[config.mk]
export PLATFORM = sky130hd
export DESIGN_NAME = owm_master
export DESIGN_NICKNAME = d
export VERILOG_FILES = /design/src/rtl/owm_pkg.sv /design/src/rtl/owm_us_tick.sv /design/src/rtl/owm_line_sync.sv /design/src/rtl/owm_slot_seq.sv /design/src/rtl/owm_master.sv
export SDC_FILE = /design/constraint.sdc
export NUM_CORES = 1
export LEC_CHECK = 0
export BUFFER_PORTS_ARGS = -buffer_cell sky130_fd_sc_hd__buf_2
export CAP_MARGIN = 20
export CORE_ASPECT_RATIO = 0.75
export CORE_MARGIN = 3
export CORE_UTILIZATION = 35
export DETAILED_ROUTE_END_ITERATION = 8
export PLACE_DENSITY_LB_ADDON = 0.2
export SLEW_MARGIN = 0
export SYNTH_ARGS = -nofsm -noshare
export SYNTH_HDL_FRONTEND = slang
export SYNTH_HIERARCHICAL = 1
export SYNTH_SLANG_ARGS = --single-unit
[constraint.sdc]
create_clock -name clk -period 2.6 [get_ports clk]
set_input_delay 0.13 -clock clk [delete_from_list [all_inputs] [get_ports clk]]
set_output_delay 0.13 -clock clk [all_outputs]
set_load 0.01 [all_outputs]
[src/rtl/owm_pkg.sv]
package owm_pkg;
  localparam logic [2:0] OP_BUS_RESET = 3'd0;
  localparam logic [2:0] OP_WRITE0    = 3'd1;
  localparam logic [2:0] OP_WRITE1    = 3'd2;
  localparam logic [2:0] OP_READ      = 3'd3;
  localparam logic [2:0] OP_SPU_ON    = 3'd4;
  localparam logic [2:0] OP_SPU_OFF   = 3'd5;
  localparam logic [2:0] OP_FORCE_LOW = 3'd6;
  localparam logic [2:0] OP_RELEASE   = 3'd7;

  typedef enum logic [1:0] {
    PAD_FLOAT  = 2'd0,
    PAD_STRONG = 2'd1,
    PAD_FORCED = 2'd2
  } pad_mode_t;

  typedef enum logic [2:0] {
    ST_IDLE   = 3'd0,
    ST_SETTLE = 3'd1,
    ST_LOW    = 3'd2,
    ST_WAIT   = 3'd3,
    ST_REC    = 3'd4
  } seq_state_t;

  // Slot commands occupy codes 0..3 (top bit clear).
  function automatic logic is_slot(input logic [2:0] c);
    return c[2] == 1'b0;
  endfunction
endpackage

[src/rtl/owm_us_tick.sv]
module owm_us_tick #(
  parameter int CLK_PER_US = 100
) (
  input  logic clk,
  input  logic rst_n,
  input  logic restart,
  output logic tick
);
  generate
    if (CLK_PER_US <= 1) begin : g_direct
      assign tick = 1'b1;
    end else begin : g_prescale
      localparam int PW = $clog2(CLK_PER_US);
      localparam logic [PW-1:0] LAST = PW'(CLK_PER_US - 1);
      logic [PW-1:0] pre;
      always_ff @(posedge clk) begin
        if (!rst_n || restart) pre <= '0;
        else if (pre == LAST) pre <= '0;
        else pre <= pre + 1'b1;
      end
      assign tick = (pre == LAST);

      assert_tick_spacing_R11: assert property (@(posedge clk) disable iff (!rst_n)
        tick |=> !tick);
    end
  endgenerate
endmodule

[src/rtl/owm_line_sync.sv]
module owm_line_sync #(
  parameter int STAGES = 2
) (
  input  logic clk,
  input  logic rst_n,
  input  logic d,
  output logic q
);
  logic [STAGES-1:0] chain;
  always_ff @(posedge clk) begin
    if (!rst_n) chain <= '1;
    else chain <= {chain[STAGES-2:0], d};
  end
  assign q = chain[STAGES-1];
endmodule

[src/rtl/owm_slot_seq.sv]
module owm_slot_seq
  import owm_pkg::*;
#(
  parameter int CNT_W       = 10,
  parameter int RST_LOW_US  = 500,
  parameter int RST_WAIT_US = 60,
  parameter int RST_TAIL_US = 421,
  parameter int W0_LOW_US   = 60,
  parameter int W0_REL_US   = 1,
  parameter int W1_LOW_US   = 10,
  parameter int W1_REL_US   = 51,
  parameter int RD_LOW_US   = 5,
  parameter int RD_WAIT_US  = 6,
  parameter int RD_REC_US   = 50
) (
  input  logic       clk,
  input  logic       rst_n,
  input  logic       cmd_valid,
  input  logic [2:0] cmd_code,
  output logic       cmd_ready,
  input  logic       line_s,
  input  logic       tick,
  output logic       tick_restart,
  output logic       pull_low,
  output logic       drive_high,
  output logic       rsp_done,
  output logic       rsp_bit
);
  // Phase selector for the budget function: 0 low, 1 wait-to-sample, 2 recovery.
  function automatic logic [CNT_W-1:0] us_budget(input logic [2:0] c, input logic [1:0] ph);
    int v;
    v = 0;
    case (c)
      OP_BUS_RESET: v = (ph == 2'd0) ? RST_LOW_US : (ph == 2'd1) ? RST_WAIT_US : RST_TAIL_US;
      OP_WRITE0:    v = (ph == 2'd0) ? W0_LOW_US  : (ph == 2'd1) ? W0_REL_US   : 0;
      OP_WRITE1:    v = (ph == 2'd0) ? W1_LOW_US  : (ph == 2'd1) ? W1_REL_US   : 0;
      OP_READ:      v = (ph == 2'd0) ? RD_LOW_US  : (ph == 2'd1) ? RD_WAIT_US  : RD_REC_US;
      default:      v = 0;
    endcase
    return CNT_W'(v);
  endfunction

  seq_state_t       state;
  pad_mode_t        mode;
  logic [2:0]       op_q;
  logic [CNT_W-1:0] cnt;

  // Named internal events.
  logic accept, phase_end, sample_now;
  logic [CNT_W-1:0] rec_len;
  assign accept     = cmd_valid && cmd_ready;
  assign phase_end  = tick && (cnt == CNT_W'(1));
  assign sample_now = (state == ST_WAIT) && phase_end;
  assign rec_len    = us_budget(op_q, 2'd2);

  always_ff @(posedge clk) begin
    if (!rst_n) begin
      state    <= ST_IDLE;
      mode     <= PAD_FLOAT;
      op_q     <= '0;
      cnt      <= '0;
      rsp_done <= 1'b0;
      rsp_bit  <= 1'b0;
    end else begin
      rsp_done <= 1'b0;
      case (state)
        ST_IDLE: if (accept) begin
          op_q  <= cmd_code;
          mode  <= PAD_FLOAT;
          state <= ST_SETTLE;
        end
        ST_SETTLE: begin
          if (is_slot(op_q)) begin
            cnt   <= us_budget(op_q, 2'd0);
            state <= ST_LOW;
          end else begin
            case (op_q)
              OP_SPU_ON:    mode <= PAD_STRONG;
              OP_FORCE_LOW: mode <= PAD_FORCED;
              default:      mode <= PAD_FLOAT;
            endcase
            rsp_bit  <= 1'b0;
            rsp_done <= 1'b1;
            state    <= ST_IDLE;
          end
        end
        ST_LOW: begin
          if (phase_end) begin
            cnt   <= us_budget(op_q, 2'd1);
            state <= ST_WAIT;
          end else if (tick) cnt <= cnt - 1'b1;
        end
        ST_WAIT: begin
          if (phase_end) begin
            if (op_q == OP_BUS_RESET) rsp_bit <= !line_s;
            else if (op_q == OP_READ) rsp_bit <= line_s;
            else rsp_bit <= 1'b0;
            if (rec_len != '0) begin
              cnt   <= rec_len;
              state <= ST_REC;
            end else begin
              rsp_done <= 1'b1;
              state    <= ST_IDLE;
            end
          end else if (tick) cnt <= cnt - 1'b1;
        end
        ST_REC: begin
          if (phase_end) begin
            rsp_done <= 1'b1;
            state    <= ST_IDLE;
          end else if (tick) cnt <= cnt - 1'b1;
        end
        default: state <= ST_IDLE;
      endcase
    end
  end

  assign cmd_ready    = (state == ST_IDLE);
  assign tick_restart = (state == ST_SETTLE);
  assign pull_low     = (state == ST_LOW) || ((state == ST_IDLE) && (mode == PAD_FORCED));
  assign drive_high   = (state == ST_IDLE) && (mode == PAD_STRONG);

  assert_settle_release_R2: assert property (@(posedge clk) disable iff (!rst_n)
    accept |=> (!pull_low && !drive_high));
  assert_busy_blocks_R2: assert property (@(posedge clk) disable iff (!rst_n)
    (!cmd_ready && !rsp_done) |=> (!cmd_ready || rsp_done));
  assert_done_after_busy_R13: assert property (@(posedge clk) disable iff (!rst_n)
    rsp_done |-> $past(!cmd_ready));
  assert_high_handover_R10: assert property (@(posedge clk) disable iff (!rst_n)
    $rose(drive_high) |-> $past(!pull_low));
  assert_low_handover_R10: assert property (@(posedge clk) disable iff (!rst_n)
    $rose(pull_low) |-> $past(!drive_high));
  assert_count_live_R11: assert property (@(posedge clk) disable iff (!rst_n)
    (state == ST_LOW || state == ST_WAIT || state == ST_REC) |-> (cnt != '0));
  assert_sample_stable_R12: assert property (@(posedge clk) disable iff (!rst_n)
    (rsp_done && $past(state == ST_REC)) |-> $stable(rsp_bit));
endmodule

[src/rtl/owm_master.sv]
module owm_master #(
  parameter int CLK_PER_US  = 100,
  parameter int SYNC_STAGES = 2,
  parameter int RST_LOW_US  = 500,
  parameter int RST_WAIT_US = 60,
  parameter int RST_TAIL_US = 421,
  parameter int W0_LOW_US   = 60,
  parameter int W0_REL_US   = 1,
  parameter int W1_LOW_US   = 10,
  parameter int W1_REL_US   = 51,
  parameter int RD_LOW_US   = 5,
  parameter int RD_WAIT_US  = 6,
  parameter int RD_REC_US   = 50
) (
  input  logic       clk,
  input  logic       rst_n,
  input  logic       cmd_valid,
  input  logic [2:0] cmd_code,
  output logic       cmd_ready,
  input  logic       line_in,
  output logic       pull_low,
  output logic       drive_high,
  output logic       rsp_done,
  output logic       rsp_bit
);
  function automatic int max2(input int a, input int b);
    return (a > b) ? a : b;
  endfunction

  localparam int MAX_US = max2(max2(max2(RST_LOW_US, RST_WAIT_US), max2(RST_TAIL_US, W0_LOW_US)),
                               max2(max2(W0_REL_US, W1_LOW_US), max2(max2(W1_REL_US, RD_LOW_US),
                                    max2(RD_WAIT_US, RD_REC_US))));
  localparam int CNT_W = $clog2(MAX_US + 1);

  logic line_s, tick, tick_restart;

  owm_line_sync #(.STAGES(SYNC_STAGES)) u_sync (
    .clk(clk), .rst_n(rst_n), .d(line_in), .q(line_s)
  );

  owm_us_tick #(.CLK_PER_US(CLK_PER_US)) u_tick (
    .clk(clk), .rst_n(rst_n), .restart(tick_restart), .tick(tick)
  );

  owm_slot_seq #(
    .CNT_W(CNT_W),
    .RST_LOW_US(RST_LOW_US), .RST_WAIT_US(RST_WAIT_US), .RST_TAIL_US(RST_TAIL_US),
    .W0_LOW_US(W0_LOW_US), .W0_REL_US(W0_REL_US),
    .W1_LOW_US(W1_LOW_US), .W1_REL_US(W1_REL_US),
    .RD_LOW_US(RD_LOW_US), .RD_WAIT_US(RD_WAIT_US), .RD_REC_US(RD_REC_US)
  ) u_seq (
    .clk(clk), .rst_n(rst_n),
    .cmd_valid(cmd_valid), .cmd_code(cmd_code), .cmd_ready(cmd_ready),
    .line_s(line_s), .tick(tick), .tick_restart(tick_restart),
    .pull_low(pull_low), .drive_high(drive_high),
    .rsp_done(rsp_done), .rsp_bit(rsp_bit)
  );
endmodule

==> results of run 1 <==
-- cells in the final DEF (no fill, tap or decap), types with 2 or more instances in the layout --
cell / netlist / final
nor4_1: 2 / 2
o2111ai_1: 3 / 3
nor3b_1: 5 / 5
o21ai_0: 10 / 10
and2_1: 3 / 3
ha_1: 3 / 2
a31oi_1: 2 / 2
xnor2_1: 3 / 3
o211ai_1: 2 / 2
or4_1: 2 / 2
a21oi_1: 11 / 11
or3b_1: 2 / 2
o31ai_1: 3 / 3
or3_1: 3 / 2
o21ai_1: 7 / 7
o22ai_1: 6 / 6
a21boi_0: 6 / 6
nand3_1: 5 / 5
and3_1: 2 / 2
dfxtp_1: 28 / 28
a21oi_2: 2 / 2
nor3_1: 8 / 8
nand2_1: 23 / 23
xor2_1: 4 / 4
nor2_1: 16 / 15
nand2b_1: 3 / 3
clkbuf_8: 0 / 3
inv_1: 8 / 8
nor2b_1: 8 / 8
buf_2: 0 / 11
a32oi_1: 4 / 4
buf_4: 1 / 12
-- kinds of logic (layout without fill, tap and decap cells) --
group           Yosys count  after routing  synth area share, %
flops                    28             28                30.46
compound gates           74             74                28.55
buf+inv                  24             35                5.914
fa+ha+maj                 3              3                2.040
xor+xnor                  7              7                3.331
simple gates             93             93                28.55
mux                       2              2                1.156
-- per-stage QoR --
step	utilization (%)	power, mW
after floorplan	-	0.7013
after global placement	40.08	0.7587
after detailed placement	40.08	0.7549
after CTS	41.51	1.112
after global routing	41.71	1.172
final	41.71	1.102
-- final cells by class --
cell class,instances,share of cell area [%]
repair buffers,23,6.984
clock inverters,1,1.445
multi-input cells,179,56.83
inverters,8,1.445
flip-flops and latches,28,26.97
well taps,72,4.335
clock buffers,3,1.987
-- cells in the mapped netlist, drive strengths merged, types with 3 or more instances --
library cell,count
nand3,6
nor3b,5
xnor2,3
a32oi,4
buf,4
or3,3
nand2,23
xor2,4
dfxtp,28
or4,3
a21oi,14
nand2b,3
nor3,9
o31ai,3
inv,8
o2111ai,3
ha,3
o22ai,6
clkbuf,12
nor2,16
o21ai,18
a21boi,7
and2,3
nor2b,8
-- power by group --
part / total, mW / switching, mW / internal (mW)
logic: 0.243 / 0.136 / 0.107
registers: 0.508 / 0.0473 / 0.461
clock network: 0.351 / 0.145 / 0.207
total: 1.10 / 0.328 / 0.774
-- flip-flops by register name, summed over array words and instances, names as in the netlist --
signal / count
u_tick/g_prescale.pre: 7
u_sync/chain: 2
u_seq/state: 3
u_seq/cnt: 9
u_seq/mode: 2
u_seq/rsp_done: 1
u_seq/op_q: 3
u_seq/rsp_bit: 1
-- per-layer routing --
layer  global-route usage, %  vias up
met1                   23.20      781
met2                   22.66       32
met4                   2.868        0
met5                       0        -
met3                   4.013        5
li1                        -      876
-- how the worst min path moves through the flow --
stage                            endpoint  slack, ps  cells past startpoint
after CTS                 u_sync/chain[0]         20                      2
after global placement    u_sync/chain[0]        320                      2
final                     u_sync/chain[0]         20                      2
after floorplan           u_sync/chain[0]        200                      1
after global routing      u_sync/chain[0]         20                      2
after detailed placement  u_sync/chain[0]        320                      2
==> impl_metrics.json, run 1 <==
{
  "run_status": "complete, no violations",
  "dpl-instance-area_sq_mm": 0.001997,
  "diodes": 0,
  "reg2reg_depth": 8,
  "cts_tree": "yes",
  "finalSetupTns_ps": 0,
  "r2r_start": "u_tick/g_prescale.pre[0]",
  "rsz0062_at_grt": "no",
  "dpl.cell_count": 310,
  "ir_worst_vdd_v": 0.0002191,
  "p_leak_nw": 0.7293,
  "crit_cells": 8,
  "layout-drive-gt1-share_pct": 16.94,
  "highest_layer": "met4",
  "pin_count": 12,
  "wirelength_microns": 4439,
  "p_per_area_mw_per_mm2": 530.3,
  "crit_end": "u_seq/cnt[5]",
  "setup.worst_path.end_class": "register",
  "finalCritPeriodShare_pct": 90.92,
  "hold_buffers": 0,
  "critPathMaxFanout": 4,
  "critPathLaunch": "u_tick/g_prescale.pre[0]",
  "hold_class": "input port to register",
  "ys_warn_count": 6,
  "dp_hpwl_microns": 3219,
  "cp_slowest_stage_delay_ps": 470,
  "via_per_inst": 5.395,
  "synth_top_area_share_pct": 30.46,
  "wl_met3_microns": 180,
  "clkSlewWorstSetupHoldPaths_ps": 100,
  "nets": 253,
  "rr_endpoint": "u_seq/cnt[5]",
  "synthArstFlopShare_pct": 0,
  "timing.hold.ws_ps": 24.03,
  "cp_cell_sequence": "ha_2 > nand4bb_2 > nor2_2 > or4b_1 > or3_1 > a311oi_1 > nor3_1 > o22ai_1",
  "dr.pass1.iters": 4,
  "maxSlewViolCount": 0,
  "grt_pass1_wl_microns": 7755,
  "first_iter_violations": 204,
  "pre_cts_slack_ps": 164.2,
  "area_growth_pct": 12.92,
  "startpoint_type": "register",
  "clock-root-buffer": "clkbuf_8",
  "synth-seq-area-share_pct": 30.46,
  "dieHeight_microns": 68.80,
  "worst-slew-pin-transition_ps": 710.2,
  "final_cells": 314,
  "ys_seq_elements": 28,
  "clock-sinks": 28,
  "slowest_stage": "or4b_1",
  "min_period_ps": 2364,
  "drv_cap": 0,
  "cts_buffers": 3,
  "synth_top_area_cell": "dfxtp_1",
  "multi_input_area_sq_mm": 0.001181,
  "vias": 1694,
  "post-cts-setup-buffers": 0,
  "fp.coreArea_sq_mm": 0.004982,
  "die-area_sq_mm": 0.006174,
  "syn_inst": 231,
  "antenna_found_initial": 0,
  "synth_edf_count": 0,
  "grt_pass1_vias": 1558,
  "wl_met1_microns": 2441,
  "relSlewSlack_pct": 52.29,
  "drc": 0,
  "grt_util_all_layers_pct": 15.58,
  "cts_resized": 0,
  "grt_overflow": 0,
  "required_ps": 2810,
  "fin_area_sq_mm": 0.002078,
  "gp_congestion": 0.8248,
  "synth_flop_cell": "dfxtp_1",
  "crit_type": "register to register",
  "layout_setup_ws_ps": 236.1,
  "cp_num_buf_inv": 0,
  "yosys-top-cells-area": "dfxtp_1 (30%), nand2_1 (4.7%), nor2_1 (3.3%)",
  "synth.avg_cell_area_sq_um": 7.968,
  "syn_area_sq_mm": 0.001841,
  "r2r_setup_slack_ps": 240,
  "grt_max_degree": 25,
  "clockBufferDepth": 2,
  "antenna_left": 0,
  "cp.arrival_ps": 2580,
  "max_freq_ghz": 0.4230,
  "setup-violations-final": 0,
  "worstHoldStart": "line_in",
  "clk_latency_ps": 280,
  "met2_length_microns": 1790,
  "regArea_sq_um": 560.5,
  "num-fill-cells": 494,
  "timing.final.hold_violations": 0,
  "crit_family": "simple AND/OR/NAND/NOR gates",
  "finalClockSkew_ps": 3.621,
  "portBuffers": 11,
  "start_util_pct": 36.94,
  "synth.distinct_cells": 64,
  "die_x_microns": 89.74,
  "wl_per_cell_microns": 14.14,
  "syn_nets": 241,
  "h-tree-depth": 1,
  "fp-row-count": 22
}
(Power assumes the default switching activity.)
==> run 2: changes to the inputs <==
Settings changed: CTS_CLUSTER_DIAMETER from default to 200, SYNTH_HIERARCHICAL 1 to default.
==> run 2 against run 1 <==
Largest power group unchanged. Register-to-register slack got worse by 60 ps. Highest routed layer unchanged. Combinational power increased by 6%. Sequential share of layout area is 1.4 points higher. Critical path depth decreased by 1.
==> impl_metrics.json, run 2 <==
{
  "run_status": "complete, no violations",
  "syn_area_sq_mm": 0.001753,
  "clk_latency_ps": 290,
  "cts_tree": "yes",
  "diodes": 0,
  "top_register": "u_seq.cnt",
  "maxSlewViolCount": 0,
  "first_iter_violations": 182,
  "post-cts-setup-buffers": 0,
  "ir_worst_vdd_v": 0.0002227,
  "yosys-top-cells-area": "dfxtp_1 (32%), o21ai_0 (4.6%), a21oi_1 (4.3%)",
  "layout-drive-gt1-share_pct": 16.95,
  "worst-slew-pin-transition_ps": 623.3,
  "hold_buffers": 0,
  "critPathMaxFanout": 5,
  "antenna_left": 0,
  "clock-sinks": 28,
  "syn_inst": 221,
  "h-tree-depth": 1,
  "combPwrFrac_pct": 24.7,
  "grt_overflow": 0,
  "clockBufferDepth": 2,
  "clkSlewWorstSetupHoldPaths_ps": 100,
  "swShare_pct": 31.87,
  "multi_input_area_sq_mm": 0.001100,
  "p_per_area_mw_per_mm2": 526.0,
  "synth-seq-area-share_pct": 31.98,
  "drv_cap": 0,
  "max_freq_ghz": 0.4134,
  "wl_per_cell_microns": 15.82,
  "cp.arrival_ps": 2610,
  "synth_common_cells": "dfxtp_1 (28), nor2_1 (18), o21ai_0 (16)",
  "antenna_found_initial": 0,
  "largest_registers": "u_seq.cnt: 9 flops, u_tick.g_prescale.pre: 7 flops",
  "timing.hold.ws_ps": 11.04,
  "setup-violations-final": 0,
  "fp-row-count": 21,
  "grt_max_degree": 16,
  "gp_congestion": 0.9085,
  "synth_edf_count": 0,
  "startpoint_type": "register",
  "start_util_pct": 37.69,
  "grt_pass1_wl_microns": 7583,
  "portBuffers": 11,
  "pin_count": 12,
  "nets": 247,
  "setup.worst_path.end_class": "register",
  "grt_util_all_layers_pct": 16.52,
  "p_int_mw": 0.7071,
  "die-area_sq_mm": 0.005903,
  "syn_nets": 231,
  "num-fill-cells": 460,
  "pwr-share-clk_pct": 27.1,
  "cts_resized": 0,
  "finalSetupTns_ps": 0,
  "drc": 0,
  "via_per_inst": 5.976,
  "wirelength_microns": 4634,
  "p_leak_nw": 0.7167,
  "die_x_microns": 87.72,
  "rsz0062_at_grt": "no",
  "regArea_sq_um": 560.5,
  "relSlewSlack_pct": 58.13,
  "dp_hpwl_microns": 3436,
  "cts_buffers": 3,
  "crit_type": "register to register",
  "hold_class": "input port to register",
  "power.switching_mw": 0.3307,
  "area_growth_pct": 12.56,
  "synth_top_area_share_pct": 31.98,
  "vias": 1751,
  "finalCritPeriodShare_pct": 93.04,
  "synth.avg_cell_area_sq_um": 7.932,
  "min_period_ps": 2419,
  "grt_pass1_vias": 1430,
  "dr.pass1.iters": 5,
  "ys_warn_count": 0,
  "dieHeight_microns": 67.29,
  "synth.most_common_cell": "dfxtp_1",
  "synth_flop_cell": "dfxtp_1",
  "seqPwrFrac_pct": 48.1,
  "largest_register_ff_count": 9,
  "clock-root-buffer": "clkbuf_8",
  "fp.coreArea_sq_mm": 0.004651,
  "layout_common_cells": "dfxtp_1 (28), nor2_1 (18), o21ai_0 (16)",
  "finalClockSkew_ps": 5.711,
  "mostFrequentLayoutCell": "dfxtp_1",
  "timing.final.hold_violations": 0,
  "synth_top_area_cell": "dfxtp_1",
  "synthArstFlopShare_pct": 0,
  "synth.distinct_cells": 56,
  "required_ps": 2790,
  "ys_seq_elements": 28
}
==> run 2: final cells by class <==
cell class	instances	share of cell area, %
well taps	57	3.614
repair buffers	24	7.736
flip-flops and latches	28	28.41
clock buffers	4	2.790
inverters	9	1.712
multi-input cells	171	55.74
==> run 2: final timing paths <==
kind	start	endpoint	slack, ps	cells after the start
hold reg to reg	u_sync.chain[0]	u_sync.chain[1]	430	1
setup reg to reg	u_seq.cnt[1]	u_seq.cnt[0]	180	7
setup / recovery	u_seq.cnt[1]	u_seq.cnt[0]	180	7
hold / removal	line_in	u_sync.chain[0]	10	2
==> run 2: kinds of logic after synthesis <==
kind of cell             share of synthesized area, %
adder cells (fa/ha/maj)                         2.142
multiplexers                                    1.142
AND/OR/NAND/NOR                                 28.84
XOR/XNOR                                        4.497
flip-flops                                      31.98
AO/OA/AOI/OAI                                   26.12
buffers and inverters                           5.282
==> run 2: power groups by stage <==
stage / clock [mW] / combinational [mW] / sequential [mW]
after floorplan: 0 / 0.186 / 0.494
after global placement: 0 / 0.257 / 0.507
after detailed placement: 0 / 0.252 / 0.508
after CTS: 0.289 / 0.254 / 0.498
after global routing: 0.304 / 0.284 / 0.503
final: 0.281 / 0.257 / 0.500
==> run 2: stage by stage <==
stage	setup WS (ps)	power [mW]	instance area, sq um	utilization, %	cells
6_report	181.0	1.038	1973	42.43	293
5_1_grt	34.76	1.091	1973	42.43	293
4_1_cts	187.5	1.041	1973	42.43	293
3_5_place_dp	194.0	0.7605	1918	41.24	289
3_3_place_gp	269.4	0.7645	1918	41.24	289
2_1_floorplan	363.1	0.6795	1753	-	221
==> run 2: worst max-delay path: stages, from the launching register on <==
cell and delay, ps:
dfxtp_1 360, inv_1 90, ha_1 140, or4b_1 530, or4_4 490, a211oi_2 330, o21ai_0 120, a32o_1 260
==> run 2: routing by layer <==
metal / global-route usage (%) / up-vias / part of all wire [%] / routed length (microns)
li1: - / 862 / - / -
met1: 27.77 / 824 / 54 / 2512
met2: 19.74 / 60 / 39 / 1797
met3: 3.049 / 5 / 5.7 / 265
met4: 5.172 / 0 / 1.3 / 58
met5: 0 / - / 0 / 0
